<file path="src/rtl/ctx_load_pkg.sv">
package ctx_load_pkg;

    localparam int SLOT_W = 2;

    typedef enum logic [1:0] {
        CTX_NONE = 2'd0,
        CTX_ONE  = 2'd1,
        CTX_TWO  = 2'd2
    } ctx_e;

    typedef enum logic [2:0] {
        ST_IDLE,
        ST_LOAD,
        ST_FLUSH,
        ST_FINAL,
        ST_GRANT
    } ld_state_e;

    typedef struct packed {
        logic go;
        logic hit;
        ctx_e want;
    } decision_t;

    // slot 3 is the estimator slot in the second context, the rest share the first
    function automatic ctx_e slot_ctx(input logic [SLOT_W-1:0] slot);
        return (slot == 2'd3) ? CTX_TWO : CTX_ONE;
    endfunction

    function automatic decision_t decide(input logic valid,
                                         input logic [SLOT_W-1:0] slot,
                                         input ctx_e have);
        decision_t d;
        d.go   = valid;
        d.want = slot_ctx(slot);
        d.hit  = valid && (d.want == have);
        return d;
    endfunction

    // words of an image that fit at or below the last window address
    function automatic int clip_len(input int base, input int len, input int last_addr);
        if (base > last_addr) return 0;
        if (base + len - 1 > last_addr) return last_addr - base + 1;
        return len;
    endfunction

endpackage

</file>
<file path="src/rtl/ctx_clk_div.sv">
module ctx_clk_div #(
    parameter int DIV = 3
) (
    input  logic clk,
    input  logic rst,
    input  logic clr,
    output logic en
);
    localparam int CW = (DIV > 1) ? $clog2(DIV) : 1;

    logic [CW-1:0] cnt;

    always_ff @(posedge clk) begin
        if (rst || clr) begin
            cnt <= '0;
        end else if (cnt == CW'(DIV - 1)) begin
            cnt <= '0;
        end else begin
            cnt <= cnt + CW'(1);
        end
    end

    assign en = (cnt == CW'(DIV - 1));

endmodule

</file>
<file path="src/rtl/ctx_addr_gen.sv">
module ctx_addr_gen #(
    parameter int ADDR_W = 18,
    parameter int LEN_W  = 17
) (
    input  logic              clk,
    input  logic              rst,
    input  logic              start,
    input  logic [ADDR_W-1:0] start_base,
    input  logic [LEN_W-1:0]  start_len,
    input  logic              step,
    output logic              rd_en,
    output logic [ADDR_W-1:0] addr,
    output logic              last
);
    logic [LEN_W-1:0] left;

    assign rd_en = step && (left != '0);
    assign last  = rd_en && (left == LEN_W'(1));

    always_ff @(posedge clk) begin
        if (rst) begin
            addr <= '0;
            left <= '0;
        end else if (start) begin
            addr <= start_base;
            left <= start_len;
        end else if (rd_en) begin
            addr <= addr + ADDR_W'(1);
            left <= left - LEN_W'(1);
        end
    end

    // addresses climb by one per issued read
    a_r4_addr_climbs: assert property (@(posedge clk) disable iff (rst)
        (rd_en && !start) |=> (addr == $past(addr) + ADDR_W'(1)));

endmodule

</file>
<file path="src/rtl/ctx_out_stage.sv">
module ctx_out_stage #(
    parameter int DATA_W = 16
) (
    input  logic              clk,
    input  logic              rst,
    input  logic              rd_en,
    input  logic [DATA_W-1:0] rd_data,
    output logic              out_valid,
    output logic [DATA_W-1:0] out_data
);
    logic rd_q;

    always_ff @(posedge clk) begin
        if (rst) begin
            rd_q      <= 1'b0;
            out_valid <= 1'b0;
            out_data  <= '0;
        end else begin
            rd_q      <= rd_en;
            out_valid <= rd_q;
            if (rd_q) out_data <= rd_data;
        end
    end

    // every output word traces back to a read two cycles earlier
    a_r6_valid_after_read: assert property (@(posedge clk) disable iff (rst)
        out_valid |-> $past(rd_en, 2));

endmodule

</file>
<file path="src/rtl/ctx_load_ctrl.sv">
module ctx_load_ctrl
    import ctx_load_pkg::*;
#(
    parameter int CTX1_BASE = 0,
    parameter int CTX1_LEN  = 76754,
    parameter int CTX2_BASE = 76755,
    parameter int CTX2_LEN  = 101158,
    parameter int MEM_END   = 180000,
    parameter int CLK_DIV   = 3,
    parameter int DATA_W    = 16,
    parameter int CNT_W     = 16,
    parameter int ADDR_W    = $clog2(MEM_END + 1)
) (
    input  logic              clk,
    input  logic              rst,
    input  logic              req_valid,
    input  logic [1:0]        req_slot,
    output logic              req_grant,
    output logic              cfg_rd_en,
    output logic [ADDR_W-1:0] cfg_addr,
    input  logic [DATA_W-1:0] cfg_rd_data,
    output logic              cfg_out_valid,
    output logic [DATA_W-1:0] cfg_out_data,
    output logic [1:0]        stat_resident,
    output logic              stat_busy,
    output logic [CNT_W-1:0]  stat_reloads
);
    localparam int EFF1   = clip_len(CTX1_BASE, CTX1_LEN, MEM_END);
    localparam int EFF2   = clip_len(CTX2_BASE, CTX2_LEN, MEM_END);
    localparam int MAXLEN = (EFF1 > EFF2) ? EFF1 : EFF2;
    localparam int LEN_W  = $clog2(MAXLEN + 1);

    // per-context image table
    logic [ADDR_W-1:0] base_tab [2];
    logic [LEN_W-1:0]  len_tab  [2];

    for (genvar g = 0; g < 2; g++) begin : g_tab
        if (g == 0) begin : g_first
            assign base_tab[g] = ADDR_W'(CTX1_BASE);
            assign len_tab[g]  = LEN_W'(EFF1);
        end else begin : g_second
            assign base_tab[g] = ADDR_W'(CTX2_BASE);
            assign len_tab[g]  = LEN_W'(EFF2);
        end
    end

    ld_state_e        state, nxt;
    ctx_e             resident, tgt, have;
    decision_t        dec;
    logic             eval, start_load, div_en, step, last;
    logic             sel;
    logic [CNT_W-1:0] reloads;

    // at the end of a load the request is judged against the context just written
    assign have       = (state == ST_FINAL) ? tgt : resident;
    assign dec        = decide(req_valid, req_slot, have);
    assign eval       = (state == ST_IDLE) || (state == ST_FINAL);
    assign start_load = eval && dec.go && !dec.hit;
    assign sel        = (dec.want == CTX_TWO);
    assign step       = (state == ST_LOAD) && div_en;

    ctx_clk_div #(.DIV(CLK_DIV)) u_div (
        .clk (clk),
        .rst (rst),
        .clr (start_load),
        .en  (div_en)
    );

    ctx_addr_gen #(.ADDR_W(ADDR_W), .LEN_W(LEN_W)) u_addr (
        .clk        (clk),
        .rst        (rst),
        .start      (start_load),
        .start_base (base_tab[sel]),
        .start_len  (len_tab[sel]),
        .step       (step),
        .rd_en      (cfg_rd_en),
        .addr       (cfg_addr),
        .last       (last)
    );

    ctx_out_stage #(.DATA_W(DATA_W)) u_out (
        .clk       (clk),
        .rst       (rst),
        .rd_en     (cfg_rd_en),
        .rd_data   (cfg_rd_data),
        .out_valid (cfg_out_valid),
        .out_data  (cfg_out_data)
    );

    always_comb begin
        nxt = state;
        unique case (state)
            ST_IDLE, ST_FINAL: begin
                if (start_load)          nxt = ST_LOAD;
                else if (dec.hit)        nxt = ST_GRANT;
                else                     nxt = ST_IDLE;
            end
            ST_LOAD:  if (last) nxt = ST_FLUSH;
            ST_FLUSH: nxt = ST_FINAL;
            ST_GRANT: nxt = ST_IDLE;
            default:  nxt = ST_IDLE;
        endcase
    end

    always_ff @(posedge clk) begin
        if (rst) begin
            state    <= ST_IDLE;
            resident <= CTX_NONE;
            tgt      <= CTX_NONE;
            reloads  <= '0;
        end else begin
            state <= nxt;
            if (start_load) tgt <= dec.want;
            if (start_load)               resident <= CTX_NONE;
            else if (state == ST_FINAL)   resident <= tgt;
            if (state == ST_FINAL)        reloads  <= reloads + CNT_W'(1);
        end
    end

    assign req_grant     = (state == ST_GRANT);
    assign stat_busy     = (state == ST_LOAD) || (state == ST_FLUSH) || (state == ST_FINAL);
    assign stat_resident = resident;
    assign stat_reloads  = reloads;

    // grant never lasts two cycles
    a_r11_grant_pulse: assert property (@(posedge clk) disable iff (rst)
        req_grant |=> !req_grant);

    // a grant answers a request seen the cycle before, without reading
    a_r3_grant_from_req: assert property (@(posedge clk) disable iff (rst)
        req_grant |-> ($past(req_valid) && !cfg_rd_en));

    // reads stay inside the configuration window
    a_r5_in_window: assert property (@(posedge clk) disable iff (rst)
        cfg_rd_en |-> (cfg_addr <= ADDR_W'(MEM_END)));

    // a loading region has no resident context
    a_r8_busy_no_resident: assert property (@(posedge clk) disable iff (rst)
        stat_busy |-> (stat_resident == 2'd0));

    // the reload count moves by one, only when a load closes
    a_r8_count_step: assert property (@(posedge clk) disable iff (rst)
        (stat_reloads != $past(stat_reloads)) |->
            ($past(state) == ST_FINAL && stat_reloads == $past(stat_reloads) + CNT_W'(1)));

    // reads are spaced by the divider
    if (CLK_DIV > 1) begin : g_rate_chk
        a_r4_read_rate: assert property (@(posedge clk) disable iff (rst)
            cfg_rd_en |=> !cfg_rd_en);
    end

endmodule

</file>
<file path="config.mk">
export PLATFORM = sky130hd
export DESIGN_NAME = ctx_load_ctrl
export DESIGN_NICKNAME = d
export VERILOG_FILES = /design/src/rtl/ctx_load_pkg.sv /design/src/rtl/ctx_clk_div.sv /design/src/rtl/ctx_addr_gen.sv /design/src/rtl/ctx_out_stage.sv /design/src/rtl/ctx_load_ctrl.sv
export SDC_FILE = /design/constraint.sdc
export NUM_CORES = 1
export LEC_CHECK = 0
export ABC_AREA = 1
export BUFFER_PORTS_ARGS = -buffer_cell sky130_fd_sc_hd__buf_2
export CAP_MARGIN = 20
export CELL_PAD_IN_SITES_DETAIL_PLACEMENT = 0
export CELL_PAD_IN_SITES_GLOBAL_PLACEMENT = 1
export CORE_MARGIN = 2
export CORE_UTILIZATION = 39
export CTS_CLUSTER_DIAMETER = 100
export DETAILED_ROUTE_END_ITERATION = 8
export HOLD_SLACK_MARGIN = 0.08
export PLACE_DENSITY_LB_ADDON = 0.1
export SYNTH_ARGS = -nofsm -noshare
export SYNTH_HDL_FRONTEND = slang
export SYNTH_SLANG_ARGS = --single-unit
</file>
<file path="constraint.sdc">
create_clock -name clk -period 2.25 [get_ports clk]
set_clock_uncertainty 0.05 [all_clocks]
set_input_delay 0.45 -clock clk [delete_from_list [all_inputs] [get_ports clk]]
set_output_delay 0.45 -clock clk [all_outputs]
set_load 0.01 [all_outputs]
</file>
==> results of run 1 <==
==> cell usage in the layout (no fill, tap or decap), types with 2 or more instances in the layout <==
| cell | n |
|---|---|
| nand3b_1 | 3 |
| nor2_2 | 6 |
| buf_12 | 2 |
| nand2_1 | 134 |
| inv_2 | 3 |
| dfxtp_1 | 77 |
| ha_1 | 6 |
| nand2_2 | 3 |
| nor3_1 | 16 |
| xor2_1 | 16 |
| nand3_2 | 5 |
| inv_1 | 66 |
| o21ai_0 | 33 |
| inv_6 | 2 |
| buf_2 | 76 |
| a21oi_2 | 2 |
| clkbuf_8 | 9 |
| o21bai_1 | 3 |
| buf_4 | 9 |
| nor4_1 | 2 |
| nor3b_1 | 2 |
| nor2_4 | 2 |
| a21oi_1 | 20 |
| nand4_1 | 11 |
| nand3_1 | 45 |
| clkinv_4 | 2 |
| nor2_1 | 117 |
==> cell families (layout without fill, tap and decap cells) <==
family	Yosys count	in the layout	synth area share
buffers and inverters	90	173	0.0970
flip-flops	78	78	0.389
XOR/XNOR	17	17	0.0371
AND/OR/NAND/NOR	349	349	0.373
adder cells (fa/ha/maj)	6	6	0.0187
AO/OA/AOI/OAI	63	63	0.0842
==> metrics by stage <==
step / cells / hold WS, ns / utilization / worst slack [ns] / total power, mW
after floorplan: 603 / 0.351 / - / 0.557 / 2.38
after global placement: 806 / 0.357 / 0.448 / 0.330 / 2.62
after detailed placement: 806 / 0.369 / 0.448 / 0.272 / 2.63
after CTS: 822 / 0.244 / 0.468 / 0.000331 / 3.75
after global routing: 822 / 0.245 / 0.471 / 0.00381 / 4.00
final: 822 / 0.255 / 0.471 / 0.106 / 3.73
==> what timing repair did <==
item,CTS,global route
gates cloned,0,0
resized for setup,2,8
buffers inserted,0,0
endpoints found under the setup margin,1,1
==> routing by layer <==
metal / up-vias / track usage
met5: - / 0
li1: 2068 / -
met2: 59 / 0.297
met4: 0 / 0.0714
met3: 12 / 0.0278
met1: 1733 / 0.263
==> flip-flops by register name, indices dropped and copies added, names as in the netlist <==
signal	flops
u_out.rd_q	1
tgt	2
state	3
u_div.cnt	2
stat_reloads	16
u_addr.addr	18
u_addr.left	17
stat_resident	2
u_out.out_valid	1
u_out.out_data	16
==> critical path, cell delays in order (launching register included) <==
cell     delay [ns]
dfxtp_2        0.35
inv_1          0.11
ha_1           0.18
nand2_1        0.07
nor2_2         0.12
nand3_2        0.12
nand2_2        0.12
inv_2          0.08
buf_2          0.15
==> Yosys cell counts, types with 3 or more instances <==
cell type and n:
nand2_1 135, nor2_1 122, dfxtp_1 78, inv_1 67, nand3_1 46, o21ai_0 33, a21oi_1 20, nor3_1 16
xor2_1 16, nand4_1 11, clkbuf_1 8, ha_1 6, buf_2 5, buf_4 4, nand3_2 4, nand3b_1 3
o21bai_1 3
==> worst paths after layout <==
check	from	end	cells after the start
setup reg to reg	state[1]	u_addr.addr[6]	13
hold / removal	cfg_rd_data[7]	u_out.out_data[7]	3
setup / recovery	u_addr.left[0]	cfg_rd_en	8
hold reg to reg	u_div.cnt[0]	u_div.cnt[0]	1
==> cell type report <==
cell class / instances / area, um2
Clock buffer: 9 / 124
Clock inverter: 7 / 81.3
Fill cell: 1052 / 5370
Inverter: 70 / 263
Multi-Input combinational cell: 435 / 2080
Sequential cell: 78 / 1560
Tap cell: 136 / 170
Timing Repair Buffer: 87 / 488
==> where the power goes <==
part	switching [mW]	internal, mW	total [mW]
combinational	0.640	0.375	1.01
sequential	0.107	1.49	1.60
clock	0.582	0.530	1.11
total	1.33	2.40	3.73
==> metrics.csv, run 1 <==
stage,metric,value,unit
flow_run,maxCapViolations,0,
drt,drc,0,
power,ir_drop,0.281,mV
placement,gp_congestion,0.824,
drt,vias_per_cell,4.71,
clocking,clock_path_buffers,2,
global_route,globalRouteOverflowTotal,0,
clocking,cts_tree,done,
floorplanning,start_util,0.396,
floorplanning,rows,37,
logic_synthesis,synth_ff_type,dfxtp_1,
global_route,grt_max_degree,50,
floorplanning,ios,77,
worst_setup_path,start_kind,flip-flop,
logic_synthesis,synth_async_sr_flop_share,0,
sta,slew_headroom,0.694,
drt,num_vias,3872,
logic_synthesis,synth_cell_types,36,
placement,dp_hpwl,7050,um
logic_synthesis,synth.top_cell.area_share,0.389,
placement,numPortBuffers,76,
drt,routed_wl,10000,um
final_layout,drive_above_1_share,0.185,
floorplanning,coreArea,10100,um2
min_path,min_path_type,primary input to flip-flop,
logic_synthesis,netlist_top_cells_area,"dfxtp_1 (39%), nand2_1 (13%), nor2_1 (11%), inv_1 (6.3%), nand3_1 (5.7%)",
logic_synthesis,synth_edf_count,0,
clocking,cts_root_buffer,clkbuf_8,
global_route,grt_pass1_wl,17100,um
logic_synthesis,syn_avg_cell_area,6.65,um2
worst_setup_path,crit_path_end_kind,primary output,
drt,wl_met3,314,um
logic_synthesis,synth_seq_cells,78,
final_layout,area_growth,19.0,%
logic_synthesis,yosysTopAreaCell,dfxtp_1,
sta,period_share,0.953,
clocking,path_clk_slew,0.09,ns
clocking,cts_hold_buf,0,
final_layout,nNetsFinal,708,
logic_synthesis,synth_area,4010,um2
clocking,numCtsBuffers,9,
drt,dr.max_layer_used,met4,
drt,ant_nets,0,
sta,finalHoldViolCount,0,
final_layout,fin_area,4770,um2
drt,met1_length,5120,um
logic_synthesis,synth_nets,630,
worst_setup_path,crit_arrival,1.64,ns
clocking,cts_sinks,78,
worst_setup_path,path_max_fanout,6,
logic_synthesis,netlist_instances,603,
sta,finalMaxSlewViolations,0,
sta,setup_viol,0,
drt,wl_met2,4420,um
worst_setup_path,ff2ff_setup_slack,0.38,ns
placement,placed_area,4540,um2
sta,period_needed,2.14,ns
floorplanning,dieArea,11100,um2
clocking,htreeDepth,3,
status,outcome,"finished, final reports clean",
logic_synthesis,yosysWarningCount,0,
final_layout,antenna_cells,0,
power,cellLeakagePower,2.33,nW
worst_setup_path,critPathRequiredTime,1.75,ns
global_route,grt_use_total,0.190,
drt,wire_per_inst,12.2,um
drt,firstDrtPassIters,5,
global_route,antenna_found_initial,0,
sta,rsz0062_at_grt,no,
sta,worst_pin_slew,0.455,ns
floorplanning,die_h,105,um
worst_setup_path,path_class,flip-flop to primary output,
global_route,grt_pass1_vias,3656,
floorplanning,die_w,105,um
sta,fin_setup_tns,0,ns
logic_synthesis,yosysSeqAreaShare,0.389,
drt,drt_iter0_markers,140,
clocking,clk_latency,0.36,ns
power,powerDensity,781,nW/um2
sta,fmax,0.466,GHz
(Power assumes the default switching activity.)
==> inputs of run 2 (changes only) <==
Settings changed: CORE_ASPECT_RATIO set to 0.6, PLACE_DENSITY set to 0.88, PLACE_DENSITY_LB_ADDON 0.1 to unset, RECOVER_POWER set to 100.
==> run 2 against run 1 <==
Effect of this change:
- total power up 11%
- sequential power about the same
- final cell count down 0.12%
- highest routed layer unchanged
==> metrics.csv, run 2 (synthesis results as in run 1) <==
stage,metric,value,unit
placement,gp_congestion,0.856,
min_path,min_path_cells,3,
min_path,holdCritStartpoint,cfg_rd_data[5],
sta,setup_ws,0.0829,ns
min_path,min_path_type,primary input to flip-flop,
power,powerDensity,858,nW/um2
sta,period_needed,2.17,ns
floorplanning,coreArea,9910,um2
clocking,cts_hold_buf,0,
drt,ant_nets,0,
status,outcome,"finished, final reports clean",
worst_setup_path,start_kind,flip-flop,
floorplanning,die_w,135,um
drt,drt_iter0_markers,209,
clocking,clock_path_buffers,2,
global_route,grt_use_total,0.204,
global_route,grt_pass1_wl,17800,um
global_route,globalRouteOverflowTotal,0,
drt,wire_per_inst,13.2,um
worst_setup_path,path_max_fanout,5,
clocking,numCtsBuffers,9,
final_layout,largest-register,u_addr.addr,
final_layout,largest_register_ff_count,18,
sta,holdWs,0.284,ns
worst_setup_path,critPathRequiredTime,1.75,ns
min_path,hold_end,u_out.out_data[5],
drt,num_vias,4043,
sta,fmax,0.461,GHz
flow_run,maxCapViolations,0,
floorplanning,dieArea,11100,um2
floorplanning,die_h,82.5,um
worst_setup_path,ff2ff_setup_slack,0.26,ns
clocking,htreeDepth,3,
placement,pre_cts_ws,0.172,ns
placement,numPortBuffers,76,
drt,routed_wl,10900,um
global_route,antenna_found_initial,0,
sta,slew_headroom,0.362,
global_route,grt_pass1_vias,3613,
floorplanning,start_util,0.404,
placement,dp_hpwl,7840,um
power,ir_drop,0.554,mV
sta,finalHoldViolCount,0,
floorplanning,ios,77,
final_layout,nNetsFinal,708,
final_layout,antenna_cells,0,
global_route,grt_max_degree,31,
power,cellLeakagePower,2.14,nW
drt,firstDrtPassIters,5,
final_layout,drive_above_1_share,0.106,
drt,vias_per_cell,4.92,
worst_setup_path,r2r_cells,11,
worst_setup_path,crit_arrival,1.67,ns
worst_setup_path,reg2reg_from,state[2],
sta,period_share,0.963,
clocking,path_clk_slew,0.06,ns
drt,drc,0,
clocking,cts_root_buffer,clkbuf_16,
worst_setup_path,rr_endpoint,u_addr.addr[9],
final_layout,layout_commonest_cell,nand2_1,
sta,finalMaxSlewViolations,0,
final_layout,layout_common_cells,"nand2_1 (134), nor2_1 (118), dfxtp_1 (76)",
sta,worst_pin_slew,0.957,ns
worst_setup_path,path_class,flip-flop to primary output,
final_layout,area_growth,19.8,%
floorplanning,rows,28,
worst_setup_path,crit_path_end_kind,primary output,
sta,setup_viol,0,
clocking,cts_tree,done,
sta,rsz0062_at_grt,yes,
final_layout,reg.largest.list,"u_addr.addr: 18 flops, u_addr.left: 17 flops",
clocking,cts_sinks,78,
clocking,clk_latency,0.33,ns
## run 2: timing repair
action	CTS	global route
endpoints found under the setup margin	1	20
resized for setup	3	11
endpoints found under the hold margin	0	0
buffers inserted	1	0
pin swaps	1	1
## run 2: per-stage QoR
step                      cells  TNS, ns  utilization  cell area, um2  power (mW)
after floorplan             603        0            -            4010        2.38
after global placement      804        0        0.456            4520        2.59
after detailed placement    804        0        0.456            4520        2.62
after CTS                   821        0        0.489            4840        4.14
after global routing        821  -0.0388        0.484            4800        4.40
final                       821        0        0.484            4800        4.12
## run 2: layout make-up
| class | instances | area [um2] |
|---|---|---|
| clock buffer | 9 | 225 |
| clock inverter | 7 | 81.3 |
| fill | 1061 | 5110 |
| inverter | 70 | 263 |
| multi-input combinational | 435 | 2100 |
| sequential | 78 | 1560 |
| tap | 135 | 169 |
| timing repair buffer | 87 | 398 |
## run 2: worst max-delay path by stage
stage / from / end
2_1_floorplan: u_addr.left[0] / cfg_rd_en
3_3_place_gp: u_addr.left[0] / u_addr.addr[9]
3_5_place_dp: state[1] / u_addr.addr[12]
4_1_cts: u_addr.left[0] / cfg_rd_en
5_1_grt: u_addr.left[1] / cfg_rd_en
6_report: u_addr.left[0] / cfg_rd_en
## run 2: worst max-delay path: stages (launching register included)
cell	delay (ns)
dfxtp_2	0.35
inv_2	0.09
ha_2	0.18
nand2_1	0.07
nor2_2	0.14
nand3_2	0.14
nand2_2	0.12
inv_1	0.09
buf_2	0.15
## run 2: power breakdown
group          leakage [nW]  total [mW]  internal [mW]  switching [mW]
combinational          1.35        1.01          0.349           0.658
sequential            0.635        1.62           1.50           0.120
clock                 0.152        1.50          0.877           0.622
## run 2: metal layers
layer | vias to the layer above | GRT usage | wire [um]
li1 | 2074 | - | -
met1 | 1854 | 0.300 | 5770
met2 | 106 | 0.303 | 4360
met3 | 9 | 0.0440 | 660
met4 | 0 | 0.0474 | 68
met5 | - | 0 | 0
